<file path="config.mk">
export PLATFORM = sky130hd
export DESIGN_NAME = phy_bringup_seq
export DESIGN_NICKNAME = d
export VERILOG_FILES = /design/src/rtl/phy_bringup_pkg.sv /design/src/rtl/us_tick_gen.sv /design/src/rtl/rate_sorter.sv /design/src/rtl/bringup_fsm.sv /design/src/rtl/phy_bringup_seq.sv
export SDC_FILE = /design/constraint.sdc
export NUM_CORES = 1
export LEC_CHECK = 0
export ABC_AREA = 1
export BUFFER_PORTS_ARGS = -buffer_cell sky130_fd_sc_hd__buf_2
export CORE_MARGIN = 2
export CORE_UTILIZATION = 50
export DETAILED_ROUTE_END_ITERATION = 7
export PLACE_DENSITY = 0.71
export SLEW_MARGIN = 25
export SYNTH_ARGS = -nofsm -noshare
export SYNTH_HDL_FRONTEND = slang
export SYNTH_SLANG_ARGS = --single-unit
</file>
<file path="constraint.sdc">
create_clock -name clk -period 5.4 [get_ports clk]
set_input_delay 1.08 -clock clk [delete_from_list [all_inputs] [get_ports clk]]
set_output_delay 1.08 -clock clk [all_outputs]
set_load 0.005 [all_outputs]
</file>
<file path="src/rtl/phy_bringup_pkg.sv">
package phy_bringup_pkg;

    typedef enum logic [2:0] {
        ST_OFF,
        ST_SETTLE,
        ST_TRIM,
        ST_FREQ,
        ST_LOCK,
        ST_READY,
        ST_CAL_FAIL,
        ST_LOCK_FAIL
    } seq_state_e;

    typedef logic [1:0] fcode_t;

    localparam fcode_t FC_TOP = 2'd0;
    localparam fcode_t FC_LOW = 2'd1;
    localparam fcode_t FC_MID = 2'd2;
    localparam fcode_t FC_UPR = 2'd3;

    // range edges and nominal rates, in kHz
    localparam int unsigned EDGE_LOW_MID = 75000;
    localparam int unsigned EDGE_MID_UPR = 125000;
    localparam int unsigned EDGE_UPR_TOP = 175000;
    localparam int unsigned NOM_LOW      = 50000;
    localparam int unsigned NOM_MID      = 100000;
    localparam int unsigned NOM_UPR      = 150000;
    localparam int unsigned NOM_TOP      = 200000;
    localparam int unsigned WARN_FLOOR   = 50000;
    localparam int unsigned WARN_SPAN    = 15000;

endpackage

</file>
<file path="src/rtl/us_tick_gen.sv">
module us_tick_gen #(
    parameter int TICK_DIV = 125
) (
    input  logic clk,
    input  logic rst_n,
    input  logic clr,
    output logic tick
);
    localparam int CW = (TICK_DIV > 1) ? $clog2(TICK_DIV) : 1;
    localparam logic [CW-1:0] LAST = CW'(TICK_DIV - 1);

    logic [CW-1:0] cnt_q;

    always_ff @(posedge clk or negedge rst_n) begin
        if (!rst_n) begin
            cnt_q <= '0;
        end else if (clr || cnt_q == LAST) begin
            cnt_q <= '0;
        end else begin
            cnt_q <= cnt_q + CW'(1);
        end
    end

    assign tick = (cnt_q == LAST);

endmodule

</file>
<file path="src/rtl/rate_sorter.sv">
module rate_sorter
    import phy_bringup_pkg::*;
#(
    parameter int RATE_W = 20
) (
    input  logic              rate_valid,
    input  logic [RATE_W-1:0] rate_khz,
    output fcode_t            code,
    output logic              warn
);
    logic [31:0] r;
    logic [31:0] nom;
    logic [31:0] dev;

    always_comb begin
        r = 32'(rate_khz);
        if (r < EDGE_LOW_MID) begin
            code = FC_LOW;
            nom  = NOM_LOW;
        end else if (r < EDGE_MID_UPR) begin
            code = FC_MID;
            nom  = NOM_MID;
        end else if (r < EDGE_UPR_TOP) begin
            code = FC_UPR;
            nom  = NOM_UPR;
        end else begin
            code = FC_TOP;
            nom  = NOM_TOP;
        end
        dev  = (r > nom) ? (r - nom) : (nom - r);
        warn = ((r > WARN_FLOOR) && (dev > WARN_SPAN)) || (r > NOM_TOP);
        if (!rate_valid) begin
            code = FC_TOP;
            warn = 1'b0;
        end
    end

endmodule

</file>
<file path="src/rtl/bringup_fsm.sv">
module bringup_fsm
    import phy_bringup_pkg::*;
#(
    parameter int SETTLE_US = 3,
    parameter int TRIM_US   = 5,
    parameter int LOCK_US   = 10000
) (
    input  logic   clk,
    input  logic   rst_n,
    input  logic   on_req,
    input  logic   off_req,
    input  logic   tick,
    input  logic   cal_done,
    input  logic   dll_ready,
    input  fcode_t code_in,
    input  logic   warn_in,
    output logic   tick_clr,
    output logic   pdb,
    output logic   dll_en,
    output fcode_t freq_sel,
    output logic   done,
    output logic   err_cal,
    output logic   err_dll,
    output logic   warn
);
    localparam int MAX_A   = (SETTLE_US > TRIM_US) ? SETTLE_US : TRIM_US;
    localparam int MAX_US  = (MAX_A > LOCK_US) ? MAX_A : LOCK_US;
    localparam int WCW     = $clog2(MAX_US + 1) + 1;
    localparam logic [WCW-1:0] SETTLE_LAST = WCW'(SETTLE_US - 1);
    localparam logic [WCW-1:0] TRIM_LAST   = WCW'(TRIM_US - 1);
    localparam logic [WCW-1:0] LOCK_LAST   = WCW'(LOCK_US - 1);

    seq_state_e     state_q, state_d;
    logic [WCW-1:0] wcnt_q, wcnt_d;
    fcode_t         fcode_q, fcode_d;
    logic           warn_q, warn_d;

    // state register
    always_ff @(posedge clk or negedge rst_n) begin
        if (!rst_n) begin
            state_q <= ST_OFF;
            wcnt_q  <= '0;
            fcode_q <= FC_TOP;
            warn_q  <= 1'b0;
        end else begin
            state_q <= state_d;
            wcnt_q  <= wcnt_d;
            fcode_q <= fcode_d;
            warn_q  <= warn_d;
        end
    end

    // next state
    always_comb begin
        state_d = state_q;
        wcnt_d  = wcnt_q;
        fcode_d = fcode_q;
        warn_d  = warn_q;
        if (off_req) begin
            state_d = ST_OFF;
            wcnt_d  = '0;
            fcode_d = FC_TOP;
            warn_d  = 1'b0;
        end else begin
            unique case (state_q)
                ST_OFF, ST_READY, ST_CAL_FAIL, ST_LOCK_FAIL: begin
                    if (on_req) begin
                        state_d = ST_SETTLE;
                        wcnt_d  = '0;
                        fcode_d = code_in;
                        warn_d  = warn_in;
                    end
                end
                ST_SETTLE: begin
                    if (tick) begin
                        if (wcnt_q == SETTLE_LAST) begin
                            state_d = ST_TRIM;
                            wcnt_d  = '0;
                        end else begin
                            wcnt_d = wcnt_q + WCW'(1);
                        end
                    end
                end
                ST_TRIM: begin
                    if (tick) begin
                        if (wcnt_q == TRIM_LAST) begin
                            state_d = cal_done ? ST_FREQ : ST_CAL_FAIL;
                            wcnt_d  = '0;
                        end else begin
                            wcnt_d = wcnt_q + WCW'(1);
                        end
                    end
                end
                ST_FREQ: begin
                    state_d = ST_LOCK;
                    wcnt_d  = '0;
                end
                ST_LOCK: begin
                    if (tick) begin
                        if (dll_ready) begin
                            state_d = ST_READY;
                            wcnt_d  = '0;
                        end else if (wcnt_q == LOCK_LAST) begin
                            state_d = ST_LOCK_FAIL;
                            wcnt_d  = '0;
                        end else begin
                            wcnt_d = wcnt_q + WCW'(1);
                        end
                    end
                end
                default: begin
                    state_d = ST_OFF;
                    wcnt_d  = '0;
                end
            endcase
        end
    end

    assign tick_clr = (state_d != state_q);

    // outputs
    always_comb begin
        pdb      = 1'b0;
        dll_en   = 1'b0;
        freq_sel = FC_TOP;
        done     = 1'b0;
        err_cal  = 1'b0;
        err_dll  = 1'b0;
        warn     = warn_q;
        unique case (state_q)
            ST_TRIM: begin
                pdb = 1'b1;
            end
            ST_FREQ: begin
                pdb      = 1'b1;
                freq_sel = fcode_q;
            end
            ST_LOCK: begin
                pdb      = 1'b1;
                dll_en   = 1'b1;
                freq_sel = fcode_q;
            end
            ST_READY: begin
                pdb      = 1'b1;
                dll_en   = 1'b1;
                freq_sel = fcode_q;
                done     = 1'b1;
            end
            ST_CAL_FAIL:  err_cal = 1'b1;
            ST_LOCK_FAIL: err_dll = 1'b1;
            default: begin
                pdb = 1'b0;
            end
        endcase
    end

endmodule

</file>
<file path="src/rtl/phy_bringup_seq.sv">
module phy_bringup_seq
    import phy_bringup_pkg::*;
#(
    parameter int TICK_DIV  = 125,
    parameter int SETTLE_US = 3,
    parameter int TRIM_US   = 5,
    parameter int LOCK_US   = 10000,
    parameter int RATE_W    = 20
) (
    input  logic              clk,
    input  logic              rst_n,
    input  logic              pwr_on_req,
    input  logic              pwr_off_req,
    input  logic              rate_valid,
    input  logic [RATE_W-1:0] rate_khz,
    input  logic              cal_done_in,
    input  logic              dll_ready_in,
    output logic              pdb_out,
    output logic              dll_en_out,
    output logic [1:0]        freq_sel_out,
    output logic              done,
    output logic              err_cal,
    output logic              err_dll,
    output logic              rate_warn
);
    logic   tick;
    logic   tick_clr;
    fcode_t sorted_code;
    logic   sorted_warn;

    us_tick_gen #(.TICK_DIV(TICK_DIV)) tick_i (
        .clk   (clk),
        .rst_n (rst_n),
        .clr   (tick_clr),
        .tick  (tick)
    );

    rate_sorter #(.RATE_W(RATE_W)) sort_i (
        .rate_valid (rate_valid),
        .rate_khz   (rate_khz),
        .code       (sorted_code),
        .warn       (sorted_warn)
    );

    bringup_fsm #(
        .SETTLE_US (SETTLE_US),
        .TRIM_US   (TRIM_US),
        .LOCK_US   (LOCK_US)
    ) fsm_i (
        .clk       (clk),
        .rst_n     (rst_n),
        .on_req    (pwr_on_req),
        .off_req   (pwr_off_req),
        .tick      (tick),
        .cal_done  (cal_done_in),
        .dll_ready (dll_ready_in),
        .code_in   (sorted_code),
        .warn_in   (sorted_warn),
        .tick_clr  (tick_clr),
        .pdb       (pdb_out),
        .dll_en    (dll_en_out),
        .freq_sel  (freq_sel_out),
        .done      (done),
        .err_cal   (err_cal),
        .err_dll   (err_dll),
        .warn      (rate_warn)
    );

endmodule

</file>
# Yosys cells after proc, flatten, opt, wreduce, memory -nomap -nowiden
# Cells that the tools add are included.
dict set report op_classes {
  addsub 4
  mul 0
  div 0
  order_cmp 7
  eq_ne 16
  shifts 0
  mux 43
  n_bitwise 0
  n_reduce_logical 12
}
# cell count
set op_table {}
lappend op_table {{$mux 15} 9}
lappend op_table {{$mux 32} 3}
lappend op_table {{$pmux 15 s5} 1}
lappend op_table {{$lt 20x17->1 const B} 2}
lappend op_table {{$gt 20x32->1} 1}
lappend op_table {{$gt 32x14->1 const B} 1}
lappend op_table {{$sub 20x32->32} 1}
lappend op_table {{$sub 32x20->32} 1}
lappend op_table {{$mux 3} 10}
lappend op_table {{$gt 20x16->1 const B} 1}
lappend op_table {{$gt 20x18->1 const B} 1}
lappend op_table {{$lt 20x18->1 const B} 1}
lappend op_table {{$mux 17} 1}
lappend op_table {{$mux 2} 8}
lappend op_table {{$add 15x1->15 const B} 1}
lappend op_table {{$eq 15x14->1 const B} 1}
lappend op_table {{$eq 15x2->1 const B} 1}
lappend op_table {{$eq 15x3->1 const B} 1}
lappend op_table {{$pmux 3 s5} 1}
lappend op_table {{$eq 3x3->1 const B} 4}
lappend op_table {{$mux 1} 9}
lappend op_table {{$ne 3x2->1 const B} 3}
lappend op_table {{$reduce_or 4->1} 2}
lappend op_table {{$add 7x1->7 const B} 1}
lappend op_table {{other kinds (14)} 17}
dict set report totals {
  regBits 28
  latch_bits 0
  ram_bits 0
  romBits 0
  in_bits 27
  output_inout_bits 8
  n_memories 0
}

# Depth between registers and ports, before layout
dict set report depth {
  depth_word 13
  ltp_mapped 34
  depth_no_buf 34
}

# Cells and area by module
# A second synthesis with hierarchy kept.
dict set report unflattened {
  hier_cells 772
  area_unflattened_um2 4429.2
}
# module instances cells_per_inst area_each_um2 seq_area_each_um2
set modules_own_cells {}
lappend modules_own_cells {rate_sorter 1 506 2621.3 0.0}
lappend modules_own_cells {bringup_fsm 1 226 1450.1 525.5}
lappend modules_own_cells {us_tick_gen 1 40 357.8 175.2}

# Worst setup path before layout
# Ideal clock, no wire load.
dict set report synth_timing {
  path_type {input-to-reg}
  start {input rate_khz[7]}
  end {register fsm_i.warn_q, in the netlist fsm_i.warn}
  arrival_ns 4.169
  required_time_ns 5.284
  path_slack_ns 1.114
  stages 33
  path_buffers 1
  path_cell_list {inv_1 > nand2_1 > nor3_1 > nand2_1 > nand3_1 > o21ai_0 > nand2_1 > nand3_1 > nor2_1 > nor2_1 > nand2_1 > nand2_1 > inv_1 > ha_1 > inv_1 > fa_1 > nand3_1 > nand3_2 > nand2_1 > nand2_1 > nand2_4 > nand2_4 > nand2_4 > buf_6 > nand3_1 > nand2_1 > nand2_1 > nor2_2 > nand4_1 > nand3_1 > nand2_1 > nand2_1 > nand2_1}
}
dict set report synth_via {
  elab_chain_cells 13
  elab_cells_between_ends 19
}
# element line
set synth_rtl {}
lappend synth_rtl {{from (decl)} phy_bringup_seq.sv:15} ;# input logic [RATE_W-1:0] rate_khz,
lappend synth_rtl {{$lt 20x18->1} rate_sorter.sv:23} ;# end else if (r < EDGE_UPR_TOP) begin
lappend synth_rtl {{$mux 17} rate_sorter.sv:23}
lappend synth_rtl {{$mux 32} rate_sorter.sv:20} ;# end else if (r < EDGE_MID_UPR) begin
lappend synth_rtl {{$mux 32} rate_sorter.sv:17} ;# if (r < EDGE_LOW_MID) begin
lappend synth_rtl {{$sub 32x20->32 (tied with other cells)} rate_sorter.sv:30} ;# dev = (r > nom) ? (r - nom) : (nom - r);
lappend synth_rtl {{$mux 32} rate_sorter.sv:30}
lappend synth_rtl {{$gt 32x14->1} rate_sorter.sv:31} ;# warn = ((r > WARN_FLOOR) && (dev > WARN_SPAN)) || (r > NOM_TOP);
lappend synth_rtl {{$logic_and 1x1->1} rate_sorter.sv:31}
lappend synth_rtl {{$logic_or 1x1->1 *} rate_sorter.sv:31}
lappend synth_rtl {{$mux 1 *} rate_sorter.sv:32} ;# if (!rate_valid) begin
lappend synth_rtl {{$mux 1 *} bringup_fsm.sv:67} ;# if (on_req) begin
lappend synth_rtl {{$mux 1 *} bringup_fsm.sv:65} ;# unique case (state_q)
lappend synth_rtl {{$mux 1 *} bringup_fsm.sv:59} ;# if (off_req) begin
lappend synth_rtl {{to (signal assigned)} bringup_fsm.sv:49} ;# warn_q <= warn_d;
lappend synth_rtl {{to (decl)} bringup_fsm.sv:36} ;# logic warn_q, warn_d;
# Mark *: on every way between the ends. The rest lies on a longest branch, timed or not. The select of a mux whose other input is x is not followed.
# A chain may end at the register's enable or synchronous reset.

# Worst setup path after layout
# Same ends and word-level chain as after synthesis.

==> results.md <==
- First-pass GRT wire length: 21700 um
- Post-Syn Area: 0.00434 mm^2
- Minimum clock period after layout: 4.72 ns
- Final HPWL DP: 11100 um
- CTS Root Buffer Type: clkbuf_8
- DIE AREA: 0.00944 mm^2
- Critical path peak fanout: 15
- Die H: 97.1 um
- I/O pin cnt: 35
- Slew Limit Fails: 0
- Total Power: 0.00108 W
- Worst-Margin Slew: 0.637 ns
- Number of port buffers: 34
- Max VDD drop: 115 uV
- Critical path startpoint: rate_khz[7]
- Initial core utilization: 52.3%
- Final WL: 13000 um
- Cell Pwr Density: 230 mW/mm^2
- Syn-to-layout area delta: 8.05%
- Hold_buf cts: 0
- Static Leakage: 2.70 nW
- Synthesized net count: 816
- Finished Core Util: 56.5%
- Clk pin slew, worst setup/hold paths: 0.10 ns
- Status: completed
- H-tree levels: 1
- Via count of the first global-routing pass: 4684
- Initial DRC Count: 261
- Slowest stage delay, CP: 0.41 ns
- Buffer count from post-CTS setup fixing: 0
- Core Area: 0.00830 mm^2
- Pin count of the biggest net entering global routing: 29
- Final ANT Viol Nets: 0
- Layout cells sized above 1: 12.2%
- Max Cap Viol: 0
- Num CTS Buffers: 3
- CP startpoint kind: input pin
- Remaining DRCs: 0
- Routed via count: 4809
- CTS resizes: 0
- Antenna violations before repair: 0
- Final setup vio count: 0
- Nets: 852
- Die Width: 97.1 um
- Critical setup path kind: in2reg
- CTS Buffer Depth: 2
- Post-synth EDFFs: 0
- DR WL/cell: 14.5 um
- Ant. Diodes: 0
- Synth area leaders: nand2_1 (22%), dfrtp_1 (16%), inv_1 (11%)
- All-Layer GR Usage: 27.9%
- Yosys top cell area share: 22.5%
- Worst Hold Launch: fsm_i.wcnt_q[14]$_DFFE_PN0P_
- CTS tree: built
- FP Rows: 33
- Fmax: 212 MHz
- Largest area contributor in the synthesized netlist: nand2_1
- Most frequent CP cell: nand2_1
- First-pass iteration count of the detailed router: 6
- Final Hold Viols: 0
- GPL Wtd Cong: 0.973
- Cell variety after synth: 51
- GRT Residual Overflow: 0
- Worst-Skew Late Latency: 0.27 ns
- Fin Setup TNS: 0 ns
- Commonest cells post-synth: nand2_1 (260), inv_1 (124), nor2_1 (85), nand3_1 (62), ha_1 (30)
- Worst Hold Class: reg2reg
- RSZ-0062 raised after global routing: false
- Synth Area per Inst: 5.72 um^2
- Ys async rst share: 100%
- Max transition margin: 57.5%
- Fin crit share: 87.3%
- Top FF cell, synth: dfrtp_1
- CP Capture Type: flop
- Synth warnings: 0
- Cells after Synth: 758
- Clk_skew: 0.00812 ns
- Vias/cell: 5.36
- CP required: 5.58 ns
- Synthesized flop and latch total: 28
- Seq/Total Area, Yosys: 16.2%
- Arrival time worst endpoint: 4.89 ns
- # clock sinks: 28
- FF-to-FF Start: fsm_i.wcnt_q[12]$_DFFE_PN0P_
- Most common cell in the netlist: nand2_1
- Max stage delay cell, worst path: fa_1
==> final cells by class <==
| cell class | instances | area, um^2 |
|---|---|---|
| sequential | 28 | 701 |
| clock inverter | 1 | 30.0 |
| tap | 105 | 131 |
| inverter | 136 | 512 |
| timing repair buffer | 36 | 185 |
| multi-input combinational | 589 | 3090 |
| clock buffer | 3 | 41.3 |
| fill | 883 | 3610 |
==> through the flow <==
| step | worst slack (ns) | hold WS, ns | instance area, um^2 | std cells |
|---|---|---|---|---|
| floorplan | 1.11 | 0.453 | 4340 | 758 |
| global placement | 0.669 | 0.478 | 4620 | 894 |
| detailed placement | 0.487 | 0.483 | 4620 | 894 |
| CTS | 0.765 | 0.496 | 4690 | 898 |
| global route | 0.289 | 0.517 | 4690 | 898 |
| finish | 0.685 | 0.490 | 4690 | 898 |
==> layer usage <==
layer | vias up | wire length, um | track usage [%]
met5 | - | 0 | 0
met4 | 0 | 686 | 14.1
met3 | 38 | 573 | 1.87
met2 | 175 | 6280 | 50.7
met1 | 2156 | 5490 | 32.9
li1 | 2440 | - | -
==> final timing paths <==
kind / cells after the start / to / slack, ns
setup / recovery: 33 / fsm_i.warn$_DFFE_PN0P_ / 0.68
max in group asynchronous: 1 / fsm_i.wcnt_q[6]$_DFFE_PN0P_ / 4.17
setup reg to reg: 13 / tick_i.cnt_q[1]$_DFF_PN0_ / 3.19
hold reg to reg: 1 / fsm_i.wcnt_q[14]$_DFFE_PN0P_ / 0.49
min in group asynchronous: 1 / tick_i.cnt_q[5]$_DFF_PN0_ / 0.82
hold / removal: 1 / fsm_i.wcnt_q[14]$_DFFE_PN0P_ / 0.49
==> cells in the final DEF (no fill, tap or decap), types with 7 or more instances in the layout <==
cell type,count
nand2_1,260
inv_1,124
nor2_1,85
nand3_1,62
buf_2,34
ha_1,30
dfrtp_1,28
a21oi_1,26
nand4_1,17
o21ai_0,15
inv_2,11
xor2_1,11
nand2_2,11
nor3_1,10
nor2_4,7
==> power breakdown <==
group | switching [W] | internal (W) | total, W
Sequential | 0.0000297 | 0.000237 | 0.000267
Combinational | 0.000440 | 0.000205 | 0.000645
Clock | 0.0000658 | 0.0000992 | 0.000165
Total | 0.000536 | 0.000542 | 0.00108
==> registers in the layout (all words and copies together), names as in the netlist <==
register and count:
fsm_i.fcode_q 2, tick_i.cnt_q 7, fsm_i.state_q 3, fsm_i.wcnt_q 15, fsm_i.warn 1
==> worst max-delay path: cells and delay by family <==
family | cells | cell delay, ns
simple gates | 26 | 2.62
fa+ha+maj | 2 | 0.59
buf+inv | 4 | 0.53
compound gates | 1 | 0.08
==> kinds of logic (layout without fill, tap and decap cells) <==
logic type	count (synthesis)	count (layout)	synth area share (%)
and+or+nand+nor	484	484	50.8
buffers and inverters	141	176	12.7
AOI/OAI and AO/OA	61	61	8.65
adders and majority gates	31	31	9.11
DFF	28	28	16.2
xor gates and xnor gates	13	13	2.62
Power figures use the tool's default switching activity.
